## src/rtl/bfly_lut_pkg.sv

```systemverilog
package bfly_lut_pkg;
  localparam int unsigned WORD_W = 64;
  localparam int unsigned TBL_W  = 8;

  // Pick one entry of a 4-entry truth table by a 2-bit index {hi,lo}.
  function automatic logic pick4(input logic [3:0] nib, input logic hi, input logic lo);
    return nib[{hi, lo}];
  endfunction
endpackage

```

## src/rtl/bfly_lut_seed.sv

```systemverilog
module bfly_lut_seed #(
  parameter int unsigned W = 64
) (
  input  logic [W-1:0] src_data,
  input  logic         src_zero,
  input  logic         invert,
  output logic [W-1:0] seed
);
  localparam logic [W-1:0] ALT = {(W/2){2'b01}};

  logic [W-1:0] base;
  always_comb begin
    base = src_zero ? ALT : src_data;
    seed = base ^ {W{invert}};
  end
endmodule

```

## src/rtl/bfly_lut_row.sv

```systemverilog
module bfly_lut_row #(
  parameter int unsigned W    = 64,
  parameter int unsigned DIST = 1
) (
  input  logic [W-1:0] din,
  input  logic         en,
  input  logic [7:0]   tbl,
  output logic [W-1:0] dout
);
  import bfly_lut_pkg::*;

  logic [W-1:0] mixed;

  for (genvar j = 0; j < W; j++) begin : g_bit
    localparam int unsigned PART = j ^ DIST;
    if ((j & DIST) == 0) begin : g_lo
      // lower-index bit of the pair: own bit selects the upper index bit
      assign mixed[j] = pick4(tbl[3:0], din[j], din[PART]);
    end else begin : g_hi
      // higher-index bit: operand order swapped
      assign mixed[j] = pick4(tbl[7:4], din[PART], din[j]);
    end
  end

  assign dout = en ? mixed : din;

  // a disabled row is transparent
  always_comb begin
    p_row_bypass_r4: assert (en !== 1'b0 || dout === din);
  end
endmodule

```

## src/rtl/bfly_lut_unit.sv

```systemverilog
module bfly_lut_unit #(
  parameter int unsigned DATA_W  = bfly_lut_pkg::WORD_W,
  parameter int unsigned SHAMT_W = 8
) (
  input  logic              clk,
  input  logic              rst_n,
  input  logic              in_valid,
  input  logic [DATA_W-1:0] src_data,
  input  logic              src_zero,
  input  logic              invert,
  input  logic [SHAMT_W-1:0] shamt,
  input  logic [7:0]        tbl,
  output logic              out_valid,
  output logic [DATA_W-1:0] out_data
);
  localparam int unsigned   STAGES = $clog2(DATA_W);
  localparam logic [DATA_W-1:0] ALT = {(DATA_W/2){2'b01}};

  logic [DATA_W-1:0] seed;
  logic [DATA_W-1:0] chain [0:STAGES];
  logic [STAGES-1:0] row_en;

  assign row_en = shamt[STAGES-1:0];

  bfly_lut_seed #(.W(DATA_W)) u_seed (
    .src_data (src_data),
    .src_zero (src_zero),
    .invert   (invert),
    .seed     (seed)
  );

  assign chain[0] = seed;

  for (genvar k = 0; k < STAGES; k++) begin : g_row
    bfly_lut_row #(.W(DATA_W), .DIST(1 << k)) u_row (
      .din  (chain[k]),
      .en   (row_en[k]),
      .tbl  (tbl),
      .dout (chain[k+1])
    );
  end

  always_ff @(posedge clk or negedge rst_n) begin
    if (!rst_n) begin
      out_valid <= 1'b0;
      out_data  <= '0;
    end else begin
      out_valid <= in_valid;
      if (in_valid) out_data <= chain[STAGES];
    end
  end

  p_valid_delay_r10: assert property (@(posedge clk) disable iff (!rst_n)
    out_valid == $past(in_valid));

  p_hold_idle_r10: assert property (@(posedge clk) disable iff (!rst_n)
    !in_valid |=> $stable(out_data));

  p_const_start_r1: assert property (@(posedge clk) disable iff (!rst_n)
    (in_valid && src_zero && !invert && row_en == '0) |=> out_data == ALT);

  p_zero_shamt_r3: assert property (@(posedge clk) disable iff (!rst_n)
    (in_valid && row_en == '0) |=> out_data == $past(seed));

  p_reverse_count_r6: assert property (@(posedge clk) disable iff (!rst_n)
    (in_valid && tbl == 8'hCA) |=> $countones(out_data) == $countones($past(seed)));

  p_orcomb_cover_r7: assert property (@(posedge clk) disable iff (!rst_n)
    (in_valid && tbl == 8'hEE) |=> (out_data & $past(seed)) == $past(seed));
endmodule

```

## config.mk

```make
export PLATFORM = sky130hd
export DESIGN_NAME = bfly_lut_unit
export DESIGN_NICKNAME = d
export VERILOG_FILES = /design/src/rtl/bfly_lut_pkg.sv /design/src/rtl/bfly_lut_seed.sv /design/src/rtl/bfly_lut_row.sv /design/src/rtl/bfly_lut_unit.sv
export SDC_FILE = /design/constraint.sdc
export NUM_CORES = 1
export LEC_CHECK = 0
export BUFFER_PORTS_ARGS = -buffer_cell sky130_fd_sc_hd__buf_4
export CAP_MARGIN = 5
export CORE_ASPECT_RATIO = 1.1
export CORE_UTILIZATION = 45
export CTS_BUF_LIST = sky130_fd_sc_hd__clkbuf_4 sky130_fd_sc_hd__clkbuf_8 sky130_fd_sc_hd__clkbuf_16
export CTS_CLUSTER_SIZE = 40
export DETAILED_ROUTE_END_ITERATION = 12
export PLACE_DENSITY = 0.72
export SYNTH_ARGS = -nofsm -noshare
export SYNTH_HDL_FRONTEND = slang
export SYNTH_SLANG_ARGS = --single-unit
export TNS_END_PERCENT = 5
```

## constraint.sdc

```tcl
create_clock -name clk -period 1.45 [get_ports clk]
set_clock_uncertainty 0.1 [all_clocks]
set_input_delay 0.145 -clock clk [delete_from_list [all_inputs] [get_ports clk]]
set_output_delay 0.145 -clock clk [all_outputs]
set_load 0.01 [all_outputs]
```

==> flow_metrics.py <==
metrics = {
    "sta": {
        "worst_pin_slew_ps": 1010,
        "slew-limit-headroom_pct": 32.5,
        "rsz0062_at_grt": "yes",
        "setup_viol": 64,
        "max_clock_freq_ghz": 0.252,
        "timing.final.crit_share_pct": 273,
        "timing.final.ws_setup_ps": -2510,
        "fin_crit_ps": 3960,
        "hold_viol": 0,
        "final_max_slew_viol_count": 0,
        "setup_tns_ps": -153800,
    },
    "routing": {
        "routed_via_density": 6.80,
        "drc_errors": 0,
        "vias": 30177,
        "drtAntennaViolNets": 0,
        "first_pass_iters": 8,
        "drt_wl_total_um": 120000,
        "wl_per_cell_um": 27.0,
        "detail_route.iter0.violations": 3702,
    },
    "min_path": {
        "hold_class": "input port to async pin",
    },
    "critical_path": {
        "crit_buf_inv": 6,
        "critical_path.cell_chain": "buf_6 > buf_4 > nor3b_4 > a2111oi_1 > buf_4 > a221o_1 > nand2b_4 > mux2i_1 > mux2_4 > mux2i_4 > mux2i_4 > buf_6 > mux2i_4 > mux2i_4 > buf_12 > mux2i_4 > mux2i_4 > buf_6 > mux2i_1 > a32oi_1 > o21ai_1",
        "critPathMaxFanout": 9,
        "worstRegToRegCells": 2,
        "cp-end-kind": "flop",
        "worst-path-stages": 21,
        "required_ps": 1580,
        "max_stage_delay_ps": 360,
        "r2r_slack_ps": 430,
        "path_class": "input port to flop",
        "crit_path_frequent_cell": "mux2i_4",
        "r2r_end": "out_data[35]",
        "slowest_stage": "a2111oi_1",
        "crit_family": "multiplexers",
        "worstReg2RegStart": "out_data[35]",
        "cp.arrival_ps": 4090,
        "critPathLaunchType": "input port",
    },
    "synth": {
        "syn_area_um2": 22000,
        "ys_types": 126,
        "synth_flop_cell": "dfrtp_1",
        "async_reset_ff_share_pct": 100,
        "ys_seq_elements": 65,
        "syn_area_per_cell_um2": 7.53,
        "synth-edff-count": 0,
        "syn_inst": 2919,
        "ys_seq_area_share_pct": 7.40,
        "synth_nets": 3004,
        "ys_warn_count": 0,
    },
    "cells_and_area": {
        "mostFrequentLayoutCell": "buf_4",
        "finalInstanceArea_um2": 33700,
        "fin_util_pct": 70.2,
        "syn_to_final_growth_pct": 53.3,
        "nNetsFinal": 3875,
        "final_cell_mix": "buf_4, mux2i_1, nand2_1",
        "fin_cells": 4441,
        "nFillCells": 3764,
        "final_layout_size_suffix_gt1_share_pct": 45.9,
    },
    "clock_tree": {
        "cts-htree-levels": 3,
        "clk_pin_slew_worst_paths_ps": 60,
        "clock_latency_ps": 360,
        "cts_tree": "yes",
        "clockBufferDepth": 2,
        "numCtsBuffers": 9,
        "cts_sinks": 65,
        "clock-root-buffer": "clkbuf_16",
    },
    "floorplanning": {
        "initial_core_util_pct": 45.8,
        "die_h_um": 234,
        "die_x_um": 213,
        "row_count": 84,
        "core_um2": 48000,
        "dieArea_um2": 49700,
        "io_pins": 150,
    },
    "global_route": {
        "grt_overflow": 0,
        "antenna_found_initial": 2,
        "grt_pass1_wl_um": 175000,
        "grt_pass1_vias": 29444,
        "grt_usage_pct": 46.2,
        "grt_max_degree": 70,
    },
    "power_and_ir_drop": {
        "power_leakage_nw": 14.6,
        "p_per_area_nw_per_um2": 934,
        "ir_drop_v": 0.00146,
    },
    "placement": {
        "numPortBuffers": 147,
        "place_congestion": 1.05,
        "dpl.hpwl_um": 89200,
        "placed_area_um2": 30200,
        "place_ws_ps": -3200,
        "placed_cells": 4342,
    },
    "job": {
        "drv_cap": 0,
    },
    "run_status": {
        "status": "complete, but fails checks",
        "violations": "setup timing",
    },
}
==> how the worst max path moves through the flow <==
stage / start / endpoint / slack, ps
floorplan: invert / out_data[42] / -2450
global placement: invert / out_data[22] / -3060
detailed placement: invert / out_data[22] / -3200
CTS: invert / out_data[12] / -2390
global route: tbl[5] / out_data[57] / -2610
finish: shamt[0] / out_data[22] / -2510
==> metal layers <==
layer,GRT usage [%],part of all wire (%),routed length [um]
met3,7.70,10,12300
met4,41.3,10,11900
met2,74.0,44,52800
met1,53.0,36,42700
met5,0,0,0
==> sequential cells by signal, indices dropped and copies added, names as in the netlist <==
name       count
out_valid      1
out_data      64
==> cells by family after synthesis <==
kind of cell              after synthesis  share of synthesized area (%)
xor gates and xnor gates               55                           2.29
AOI/OAI and AO/OA                     956                           31.2
and+or+nand+nor                       884                           19.3
DFF                                    65                           7.40
buffers and inverters                 349                           7.80
muxes                                 610                           32.0
==> worst register-to-register path: stages, from the launching register on <==
cell,delay [ps]
dfrtp_1,400
nor2b_1,140
a311o_1,270
==> where the power goes <==
part / leakage [nW] / internal (mW) / total (mW) / switching [mW]
clock network: 0.146 / 1.37 / 2.27 / 0.901
registers: 0.745 / 2.54 / 3.10 / 0.559
logic: 13.7 / 12.9 / 26.1 / 13.3
total: 14.6 / 16.8 / 31.5 / 14.7
==> what timing repair did <==
action | CTS | global route
hold buffers | 1 | 0
setup endpoints to repair | 64 | 64
resized for setup | 321 | 202
hold endpoints to repair | 65 | 0
gates cloned | 2 | 4
pin swaps | 63 | 67
buffers inserted | 43 | 35
==> through the flow <==
step / power (mW) / hold WS (ps)
floorplan: 15.6 / -251
global placement: 24.7 / -41.1
detailed placement: 25.2 / -38.9
CTS: 29.6 / 118
global route: 32.6 / 138
finish: 31.5 / 121
==> final cells by class <==
cell class              instances  area, um2  area share, %
clock buffers                  11        240          0.713
diodes                          1       2.50        0.00742
flip-flops and latches         65       1630           4.83
inverters                      44        175          0.520
well taps                     645        807           2.39
multi-input cells            2505      20800           61.8
repair buffers               1165       9960           29.5
clock inverters                 5       56.3          0.167
==> cell usage after synthesis (all sizes together) (11+ instances only) <==
cell | count | share of area, %
dfrtp | 65 | 7.4
a211oi | 46 | 1.7
or3 | 19 | 0.59
a32oi | 18 | 0.89
o311ai | 16 | 0.67
and3b | 14 | 0.56
o211a | 11 | 0.53
and2 | 25 | 0.72
nand3 | 62 | 1.4
nor3 | 50 | 1.2
o22ai | 53 | 1.7
a21oi | 224 | 5.4
nor2 | 272 | 4.8
mux2i | 569 | 29
o211ai | 63 | 2.2
nor3b | 13 | 0.44
o21ai | 189 | 4.4
nand2b | 45 | 1.3
o22a | 11 | 0.44
a31oi | 54 | 1.8
o32ai | 13 | 0.60
xnor2 | 54 | 2.3
a211o | 12 | 0.48
o31ai | 19 | 0.80
inv | 40 | 0.69
and3 | 26 | 0.74
o221ai | 20 | 0.97
mux2 | 21 | 1.1
a21o | 26 | 0.89
mux4 | 20 | 2.0
nor2b | 51 | 1.5
a2111oi | 23 | 0.97
buf | 117 | 3.8
clkbuf | 188 | 3.2
nand2 | 258 | 4.4
a311oi | 20 | 0.83
a221o | 11 | 0.51
o2111ai | 19 | 0.76
o21a | 16 | 0.55
No activity file was read; power rests on OpenSTA's default activity.
